===== config.mk =====
export PLATFORM = sky130hd
export DESIGN_NAME = pred_guard_unit
export DESIGN_NICKNAME = d
export VERILOG_FILES = /design/src/rtl/pgu_pkg.sv /design/src/rtl/pgu_cmp_eval.sv /design/src/rtl/pgu_pred_file.sv /design/src/rtl/pgu_guard.sv /design/src/rtl/pred_guard_unit.sv
export SDC_FILE = /design/constraint.sdc
export NUM_CORES = 1
export LEC_CHECK = 0
export BUFFER_PORTS_ARGS = -buffer_cell sky130_fd_sc_hd__buf_4
export CAP_MARGIN = 40
export CORE_MARGIN = 4
export CORE_UTILIZATION = 49
export CTS_CLUSTER_SIZE = 28
export DETAILED_ROUTE_END_ITERATION = 6
export PLACE_DENSITY = 0.77
export SLEW_MARGIN = 15
export SYNTH_ARGS = -nofsm -noshare
export SYNTH_HDL_FRONTEND = slang
export SYNTH_HIERARCHICAL = 1
export SYNTH_SLANG_ARGS = --single-unit

===== constraint.sdc =====
create_clock -name clk -period 4.6 [get_ports clk]
set_input_delay 0.92 -clock clk [delete_from_list [all_inputs] [get_ports clk]]
set_output_delay 0.92 -clock clk [all_outputs]
set_load 0.05 [all_outputs]

===== src/rtl/pgu_pkg.sv =====
// Shared encodings for the predicate register and guard unit.
// Assumes the top-level ports carry these codes as plain 2-bit vectors.
package pgu_pkg;

    typedef enum logic [1:0] {
        CMP_EQ   = 2'd0,
        CMP_NE   = 2'd1,
        CMP_TBIT = 2'd2,
        CMP_RSVD = 2'd3
    } cmp_kind_e;

    typedef enum logic [1:0] {
        ISS_ALU    = 2'd0,
        ISS_LOAD   = 2'd1,
        ISS_STORE  = 2'd2,
        ISS_BRANCH = 2'd3
    } iss_kind_e;

endpackage


===== src/rtl/pgu_cmp_eval.sv =====
// Compare evaluator: computes the compare result and turns it into a
// per-predicate write mask and write value for the complementary pair.
// Assumes arch_vec is the visible predicate file with bit 0 tied true.
// Writes to predicate 0 are dropped; when both targets are equal, the
// first target's value is the one driven.
module pgu_cmp_eval #(
    parameter int NPRED  = 16,
    parameter int DATA_W = 32
) (
    input  logic                     cmp_valid,
    input  logic [1:0]               cmp_kind,
    input  logic [$clog2(NPRED)-1:0] cmp_qp,
    input  logic [$clog2(NPRED)-1:0] cmp_t1,
    input  logic [$clog2(NPRED)-1:0] cmp_t2,
    input  logic [DATA_W-1:0]        cmp_a,
    input  logic [DATA_W-1:0]        cmp_b,
    input  logic [NPRED-1:0]         arch_vec,
    output logic [NPRED-1:0]         wr_mask,
    output logic [NPRED-1:0]         wr_val
);
    import pgu_pkg::*;

    localparam int BIT_W = $clog2(DATA_W);

    logic               res;
    logic               fire;
    logic [BIT_W-1:0]   bit_idx;
    cmp_kind_e          kind;

    // Evaluate the selected compare and its guard.
    always_comb begin
        kind    = cmp_kind_e'(cmp_kind);
        bit_idx = cmp_b[BIT_W-1:0];
        fire    = cmp_valid & arch_vec[cmp_qp];
        unique case (kind)
            CMP_EQ:   res = (cmp_a == cmp_b);
            CMP_NE:   res = (cmp_a != cmp_b);
            CMP_TBIT: res = cmp_a[bit_idx];
            default:  res = 1'b0;
        endcase
    end

    // Per-predicate write decode; entry 0 is a sink.
    for (genvar i = 0; i < NPRED; i++) begin : g_dec
        if (i == 0) begin : g_sink
            assign wr_mask[i] = 1'b0;
            assign wr_val[i]  = 1'b0;
        end else begin : g_live
            logic hit1;
            logic hit2;
            assign hit1       = fire && (cmp_t1 == i[$clog2(NPRED)-1:0]);
            assign hit2       = fire && (cmp_t2 == i[$clog2(NPRED)-1:0]);
            assign wr_mask[i] = hit1 | hit2;
            assign wr_val[i]  = hit1 ? res : ~res;
        end
    end

endmodule


===== src/rtl/pgu_pred_file.sv =====
// Predicate storage: a visible file plus a pending store for the open
// instruction group. Pending writes merge into the visible file on a clock
// edge where grp_stop is high. fwd_vec shows the newest value of each
// predicate, including writes from the current cycle, for branch readers.
// Assumes wr_mask[0] is always 0; bit 0 of both outputs is tied true.
module pgu_pred_file #(
    parameter int NPRED = 16
) (
    input  logic             clk,
    input  logic             rst_n,
    input  logic             grp_stop,
    input  logic [NPRED-1:0] wr_mask,
    input  logic [NPRED-1:0] wr_val,
    output logic [NPRED-1:0] arch_vec,
    output logic [NPRED-1:0] fwd_vec
);
    logic [NPRED-1:1] arch_q;
    logic [NPRED-1:0] pend_m_q;
    logic [NPRED-1:0] pend_v_q;
    logic [NPRED-1:0] pend_m_n;
    logic [NPRED-1:0] pend_v_n;
    logic [NPRED-1:0] merged;

    // Fold this cycle's writes into the pending store; later writes win.
    always_comb begin
        pend_m_n = pend_m_q | wr_mask;
        pend_v_n = (pend_v_q & ~wr_mask) | (wr_val & wr_mask);
        arch_vec = {arch_q, 1'b1};
        merged   = (arch_vec & ~pend_m_n) | (pend_v_n & pend_m_n);
        fwd_vec  = merged;
    end

    // Commit pending writes at a group end, otherwise keep collecting.
    always_ff @(posedge clk) begin
        if (!rst_n) begin
            arch_q   <= '0;
            pend_m_q <= '0;
            pend_v_q <= '0;
        end else if (grp_stop) begin
            arch_q   <= merged[NPRED-1:1];
            pend_m_q <= '0;
            pend_v_q <= '0;
        end else begin
            pend_m_q <= pend_m_n;
            pend_v_q <= pend_v_n;
        end
    end

endmodule


===== src/rtl/pgu_guard.sv =====
// Guard logic: looks up the qualifying predicate of the issued instruction
// and raises the enable for its class. Branches read the forwarded view,
// and all other classes read the visible file. Purely combinational.
module pgu_guard #(
    parameter int NPRED = 16
) (
    input  logic                     iss_valid,
    input  logic [$clog2(NPRED)-1:0] iss_qp,
    input  logic [1:0]               iss_kind,
    input  logic [NPRED-1:0]         arch_vec,
    input  logic [NPRED-1:0]         fwd_vec,
    output logic                     reg_we,
    output logic                     mem_we,
    output logic                     br_take
);
    import pgu_pkg::*;

    iss_kind_e kind;
    logic      qv;
    logic      go;

    // Select the predicate view by class and decode the enables.
    always_comb begin
        kind    = iss_kind_e'(iss_kind);
        qv      = (kind == ISS_BRANCH) ? fwd_vec[iss_qp] : arch_vec[iss_qp];
        go      = iss_valid & qv;
        reg_we  = 1'b0;
        mem_we  = 1'b0;
        br_take = 1'b0;
        unique case (kind)
            ISS_ALU, ISS_LOAD: reg_we  = go;
            ISS_STORE:         mem_we  = go;
            ISS_BRANCH:        br_take = go;
            default:           reg_we  = 1'b0;
        endcase
    end

endmodule


===== src/rtl/pred_guard_unit.sv =====
// Top of the predicate register and guard unit. It connects the compare
// evaluator, the grouped predicate storage and the guard decode.
// Assumes one compare and one issued instruction at most per cycle.
module pred_guard_unit #(
    parameter int NPRED  = 16,
    parameter int DATA_W = 32
) (
    input  logic                     clk,
    input  logic                     rst_n,
    input  logic                     cmp_valid,
    input  logic [1:0]               cmp_kind,
    input  logic [$clog2(NPRED)-1:0] cmp_qp,
    input  logic [$clog2(NPRED)-1:0] cmp_t1,
    input  logic [$clog2(NPRED)-1:0] cmp_t2,
    input  logic [DATA_W-1:0]        cmp_a,
    input  logic [DATA_W-1:0]        cmp_b,
    input  logic                     grp_stop,
    input  logic                     iss_valid,
    input  logic [$clog2(NPRED)-1:0] iss_qp,
    input  logic [1:0]               iss_kind,
    output logic                     reg_we,
    output logic                     mem_we,
    output logic                     br_take
);
    logic [NPRED-1:0] arch_vec;
    logic [NPRED-1:0] fwd_vec;
    logic [NPRED-1:0] wr_mask;
    logic [NPRED-1:0] wr_val;

    pgu_cmp_eval #(.NPRED(NPRED), .DATA_W(DATA_W)) u_cmp (
        .cmp_valid (cmp_valid),
        .cmp_kind  (cmp_kind),
        .cmp_qp    (cmp_qp),
        .cmp_t1    (cmp_t1),
        .cmp_t2    (cmp_t2),
        .cmp_a     (cmp_a),
        .cmp_b     (cmp_b),
        .arch_vec  (arch_vec),
        .wr_mask   (wr_mask),
        .wr_val    (wr_val)
    );

    pgu_pred_file #(.NPRED(NPRED)) u_file (
        .clk      (clk),
        .rst_n    (rst_n),
        .grp_stop (grp_stop),
        .wr_mask  (wr_mask),
        .wr_val   (wr_val),
        .arch_vec (arch_vec),
        .fwd_vec  (fwd_vec)
    );

    pgu_guard #(.NPRED(NPRED)) u_guard (
        .iss_valid (iss_valid),
        .iss_qp    (iss_qp),
        .iss_kind  (iss_kind),
        .arch_vec  (arch_vec),
        .fwd_vec   (fwd_vec),
        .reg_we    (reg_we),
        .mem_we    (mem_we),
        .br_take   (br_take)
    );

endmodule


==> flow_summary.ini, run 1 <==
[final_layout]
antennaDiodeCount = 0
multi_input_area_um2 = 2820
finalNonFillerCells = 698
fillers = 625
final_cell_area_um2 = 5230
layout.area.seq_um2 = 941
fin_util_pct = 68.1
drive_gt1_share_pct = 33.6
areaGrowthSynthToFinish_pct = 36.0
final_nets = 685

[drt]
wl_met1_mm = 4.70
vias = 4013
drc = 0
route.detailed.wl_per_inst_um = 17.1
highest_layer = met4
vias_per_cell = 5.75
postRouteAntennaNets = 0
first_iter_violations = 278
wirelength_mm = 11.9
drtPass1Iterations = 7
wl_met2_mm = 5.93
wl_met3_um = 936

[logic_synthesis]
synth_simple_gate_area_share_pct = 23.0
synth_compound_area_share_pct = 17.7
yosysTopAreaCell = dfxtp_1
yosysMostFrequentCell = nor2_1
synthCells = 451
synth-main-ff-cell = dfxtp_1
post_synth_xor_area_fraction_pct = 10.7
synth_top_family_by_area = simple AND/OR/NAND/NOR gates
yosysTopAreaCellShare_pct = 24.5
synthMuxAreaShare_pct = 19.3
yosysSeqAreaShare_pct = 24.5
synthArstFlopShare_pct = 0
yosys-top-cells-area = dfxtp_1 (24%), xor2_1 (9.8%), nor2_1 (9.4%)
ys_types = 43
ys_top_cells_by_count = nor2_1 (96), dfxtp_1 (47), xor2_1 (43), nor2b_1 (39), mux2i_1 (31)
netlist_area_um2 = 3850
yosys_warnings = 6
ys_ff_latch = 47
yosys.area_share.adder_pct = 0
synth_edf_count = 0
avgSynthCellArea_um2 = 8.53

[floorplanning]
die_area_um2 = 9330
fp-row-count = 32
die_x_um = 96.6
core_um2 = 7690
start_util_pct = 50.0
die_h_um = 96.6
ios = 92

[timing]
period_share_pct = 111
clock_skew_ns = 0.00472
setup_viol = 1
slew-limit-headroom_pct = 51.6
rsz0062_at_grt = true
worst_slack_ns = -0.502
slew_viol_final = 0
hold_viol_final = 0
tightestPinTransition_ns = 0.726
period_needed_ns = 5.10
max_freq_mhz = 196

[run_status]
outcome = finished, violations left
violations = setup timing

[cts]
hold_buffers = 0
root_buffer = clkbuf_8
cts_buffers = 5
clockBufferDepth = 2
tritoncts = yes
h-tree-depth = 2
clk_latency_ns = 0.30
clock_sinks = 47
cts.clk_slew.worst_paths_ns = 0.09

[placement]
place_hpwl_mm = 8.85
pre_cts_ws_ns = -0.670
placed_area_um2 = 4940
dp.cells = 682
portBuffers = 91
place_congestion = 0.965

[pwr]
leakage_nw = 2.25
ir_worst_vdd_mv = 0.168
power_density_nw_per_um2 = 189

[worst_setup_path]
cp-start-kind = primary input
r2r_setup_slack_ns = 1.79
worstPathMaxFanout = 7
worstPathArrival_ns = 4.18
end_kind = output port
path_class = primary input to output port
required_ns = 3.68
reg2regPathDepth = 11

[grt]
grt-ovfl-total = 0
grt_start_max_net_pins = 33
grt_pass1_wl_mm = 17.9
grt_antenna_before_repair = 0
grt_pass1_vias = 3845
grt_usage_pct = 24.7

[worst_hold_path]
holdPathStages = 2
hold_class = flip-flop to flip-flop

[flow_run]
maxCapViolations = 0
final cells by class:
class / count / area share [%]
clock buffer: 5 / 1.32
clock inverter: 2 / 0.717
inverter: 1 / 0.0717
multi-input combinational: 382 / 53.9
sequential: 47 / 18.0
tap: 102 / 2.44
timing repair buffer: 159 / 23.6
per-stage QoR:
| step | hold slack, ns | setup TNS, ns | total power [W] |
|---|---|---|---|
| floorplan | 0.432 | -0.0571 | 0.000552 |
| global placement | 0.442 | -0.660 | 0.000663 |
| detailed placement | 0.454 | -0.670 | 0.000669 |
| CTS | 0.484 | -0.452 | 0.000980 |
| global route | 0.508 | -0.621 | 0.00103 |
| finish | 0.481 | -0.502 | 0.000991 |
flip-flops by register name, summed over array words and instances, names as in the netlist:
signal,cells
u_file/pend_v_q,16
u_file/arch_q,15
u_file/pend_m_q,16
routing by layer:
layer | track usage, % | up-vias
met4 | 9.35 | 0
met1 | 30.6 | 1860
met5 | 0 | -
li1 | - | 1903
met2 | 42.4 | 208
met3 | 4.57 | 42
critical path, cell delays in order:
cell      delay (ns)
buf_6           0.10
buf_6           0.10
mux4_2          0.46
o221ai_2        0.18
o21ai_1         0.09
nand4_1         0.23
nand3_4         0.23
buf_6           0.19
xor2_2          0.18
nor2b_1         0.17
nor2_1          0.07
mux4_2          0.49
mux4_2          0.46
and4_4          0.17
buf_8           0.14
layout by cell type (no fill, tap or decap), types with 12 or more instances in the layout:
cell,Yosys,final
mux4_2,10,15
nor2_1,96,96
dfxtp_1,47,47
o21ai_0,12,12
o21a_1,16,16
nand3_1,20,20
a21oi_1,21,21
a21o_1,14,14
a211oi_1,14,14
xor2_1,43,40
nor2b_1,39,37
buf_4,4,150
mux2i_1,31,31
cell families (layout without fill, tap and decap cells):
| kind of cell | count (synthesis) | in the layout |
|---|---|---|
| flip-flops | 47 | 47 |
| multiplexers | 50 | 50 |
| AO/OA/AOI/OAI | 101 | 101 |
| XOR/XNOR | 47 | 47 |
| other | 2 | 3 |
| buffers and inverters | 24 | 167 |
| AND/OR/NAND/NOR | 180 | 181 |
repair_timing:
item	in CTS	in global routing
gates resized for setup	10	20
cloned	1	0
buffers inserted	4	4
pin swaps	1	8
endpoints found under the setup margin	1	1
final timing paths:
path / startpoint / to
hold / removal: u_file/pend_m_q[0]$_SDFF_PP0_ / u_file/pend_m_q[0]$_SDFF_PP0_
hold reg to reg: u_file/pend_m_q[0]$_SDFF_PP0_ / u_file/pend_m_q[0]$_SDFF_PP0_
setup / recovery: cmp_a[18] / br_take
setup reg to reg: u_file/arch_q[5]$_SDFFE_PN0P_ / u_file/arch_q[1]$_SDFFE_PN0P_
power by group:
group          internal (W)  switching [W]  total, W
clock network      0.000159       0.000144  0.000303
registers          0.000410     0.00000350  0.000414
logic              0.000143       0.000131  0.000274
total              0.000712       0.000278  0.000991
Note: power is estimated with default switching activity, not from simulation.
==> run 2, diff against run 1 <==
--- a/config.mk
+++ b/config.mk
@@ -5,15 +5,17 @@
 export SDC_FILE = /design/constraint.sdc
 export NUM_CORES = 1
 export LEC_CHECK = 0
+export ABC_AREA = 1
 export BUFFER_PORTS_ARGS = -buffer_cell sky130_fd_sc_hd__buf_4
 export CAP_MARGIN = 40
 export CORE_MARGIN = 4
 export CORE_UTILIZATION = 49
 export CTS_CLUSTER_SIZE = 28
 export DETAILED_ROUTE_END_ITERATION = 6
-export PLACE_DENSITY = 0.77
+export PLACE_DENSITY = 0.76
 export SLEW_MARGIN = 15
 export SYNTH_ARGS = -nofsm -noshare
 export SYNTH_HDL_FRONTEND = slang
 export SYNTH_HIERARCHICAL = 1
 export SYNTH_SLANG_ARGS = --single-unit
+export TNS_END_PERCENT = 1
==> run 2 against run 1 <==
Net effect:
- the run now ends clean
- via count grew 19%
- maximum frequency grew 15%
- count of clock-buffer cells in the layout grew 1
- critical path type unchanged
==> flow_summary.ini, run 2 <==
[drt]
route.detailed.wl_per_inst_um = 12.9
wirelength_mm = 12.0
drtPass1Iterations = 5
vias = 4784
postRouteAntennaNets = 0
vias_per_cell = 5.16
first_iter_violations = 178
drc = 0

[run_status]
outcome = completed

[logic_synthesis]
synthArstFlopShare_pct = 0
ys_types = 31
ys_top_cells_by_count = nand2_1 (235), inv_1 (104), nand3_1 (90), nor2_1 (80), dfxtp_1 (47)
synthCells = 727
yosysSeqAreaShare_pct = 22.3
yosysMostFrequentCell = nand2_1
netlist_area_um2 = 4230
yosysTopAreaCellShare_pct = 22.3
avgSynthCellArea_um2 = 5.81
yosys_warnings = 6
ys_ff_latch = 47
yosys-top-cells-area = dfxtp_1 (22%), nand2_1 (21%), nand3_1 (11%)
synth_edf_count = 0
yosysTopAreaCell = dfxtp_1
synth-main-ff-cell = dfxtp_1

[floorplanning]
start_util_pct = 50.9
die_x_um = 101
core_um2 = 8300
die_h_um = 101
die_area_um2 = 10200
ios = 92
fp-row-count = 33

[timing]
slew_viol_final = 0
hold_viol_final = 0
clock_skew_ns = 0.0102
max_freq_mhz = 225
finalSetupTns_ns = 0
setup_viol = 0
period_share_pct = 96.5
period_needed_ns = 4.44
tightestPinTransition_ns = 0.691
worst_slack_ns = 0.163
hold-worst-slack_ns = 0.487
slew-limit-headroom_pct = 53.8

[cts]
clk_latency_ns = 0.30
clockBufferDepth = 2
clock_sinks = 47
root_buffer = clkbuf_8
tritoncts = yes
cts.clk_slew.worst_paths_ns = 0.09
hold_buffers = 0
cts_buffers = 5
h-tree-depth = 2

[placement]
place_congestion = 0.960
place_hpwl_mm = 9.40
dp.cells = 915
portBuffers = 91
pre_cts_ws_ns = 0.0676

[pwr]
power_density_nw_per_um2 = 184
leakage_nw = 2.64
ir_worst_vdd_mv = 0.118

[final_layout]
layout_common_cells = nand2_1 (225), buf_4 (107), inv_1 (103)
reg.largest.list = u_file/pend_m_q x16, u_file/pend_v_q x16, u_file/arch_q x15
final_nets = 912
final_common_cell = nand2_1
fin_util_pct = 63.4
antennaDiodeCount = 0
fillers = 798
finalNonFillerCells = 928
areaGrowthSynthToFinish_pct = 24.5
drive_gt1_share_pct = 24.5

[worst_setup_path]
path_class = primary input to output port
reg2regPathDepth = 15
worstReg2RegEnd = u_file/arch_q[8]$_SDFFE_PN0P_
r2r-start = u_file/arch_q[8]$_SDFFE_PN0P_
worstPathMaxFanout = 10
required_ns = 3.68
worstPathArrival_ns = 3.52
r2r_setup_slack_ns = 2.49
cp-start-kind = primary input
end_kind = output port

[grt]
grt-ovfl-total = 0
grt_start_max_net_pins = 33
grt_usage_pct = 22.5
grt_pass1_vias = 4367
grt_pass1_wl_mm = 19.0
grt_antenna_before_repair = 0

[worst_hold_path]
holdPathStages = 2
hold_class = flip-flop to flip-flop
min_from = u_file/pend_v_q[3]$_SDFF_PP0_
holdPathEnd = u_file/pend_v_q[3]$_SDFF_PP0_

[flow_run]
maxCapViolations = 0
-- run 2: worst max-delay path by stage --
stage                   start  endpoint  slack [ns]  cells past startpoint
finish               cmp_b[0]   br_take        0.16                     25
global route        cmp_qp[1]   br_take       -0.03                     23
CTS                  cmp_b[0]   br_take        0.05                     24
detailed placement   cmp_b[0]   br_take        0.07                     24
global placement     cmp_b[0]   br_take        0.14                     24
floorplan           cmp_qp[0]    reg_we        0.33                     23
-- run 2: logic make-up after synthesis --
kind of cell	share of synthesized area (%)
buffers and inverters	14.8
xor gates and xnor gates	6.43
other	0.178
AOI/OAI and AO/OA	6.48
and+or+nand+nor	49.9
DFF	22.3
-- run 2: timing repair --
action | in CTS | in global routing
resized for setup | 0 | 44
buffers inserted | 0 | 4
setup endpoints to repair | 0 | 2
hold endpoints to repair | 0 | 0
-- run 2: power breakdown --
part	switching (W)	internal (W)	total, W	leakage (nW)
sequential	0.00000376	0.000411	0.000415	0.379
clock	0.000136	0.000118	0.000254	0.0470
combinational	0.000169	0.000132	0.000301	2.22
-- run 2: metal layers --
metal | global-route usage (%) | wire [µm] | vias to the layer above
li1 | - | - | 2438
met1 | 28.7 | 5120 | 2160
met2 | 38.9 | 5910 | 166
met3 | 3.25 | 729 | 20
met4 | 7.25 | 225 | 0
met5 | 0 | 0 | -
-- run 2: layout make-up --
class                   count  area [µm²]  area share, %
multi-input cells         548        2810           53.4
well taps                 105         131           2.50
repair buffers            110         855           16.2
repair inverters            1        5.00         0.0951
clock buffers               6        82.6           1.57
inverters                 110         434           8.25
flip-flops and latches     47         941           17.9
clock inverters             1        5.00         0.0951
-- run 2: through the flow --
step / cell area (µm²) / total power [W]
finish: 5260 / 0.000970
detailed placement: 4960 / 0.000706
global route: 5260 / 0.00102
global placement: 4960 / 0.000699
CTS: 5050 / 0.000957
floorplan: 4230 / 0.000604
-- run 2: worst max-delay path, stage by stage --
cell	delay, ns
buf_4	0.16
or2_1	0.23
nand2_1	0.06
nand2_1	0.05
nor2_1	0.12
nand2_1	0.10
nor2_4	0.13
nand2_2	0.08
nand2_4	0.14
buf_12	0.12
nand3_4	0.13
nand2_2	0.08
nand2_1	0.05
nand2_1	0.10
nand3_1	0.10
and2_1	0.15
inv_1	0.05
nand2_1	0.04
nand3_1	0.10
nand3_2	0.11
nand3_2	0.11
nand3_2	0.09
nand3_1	0.08
inv_1	0.04
buf_4	0.18
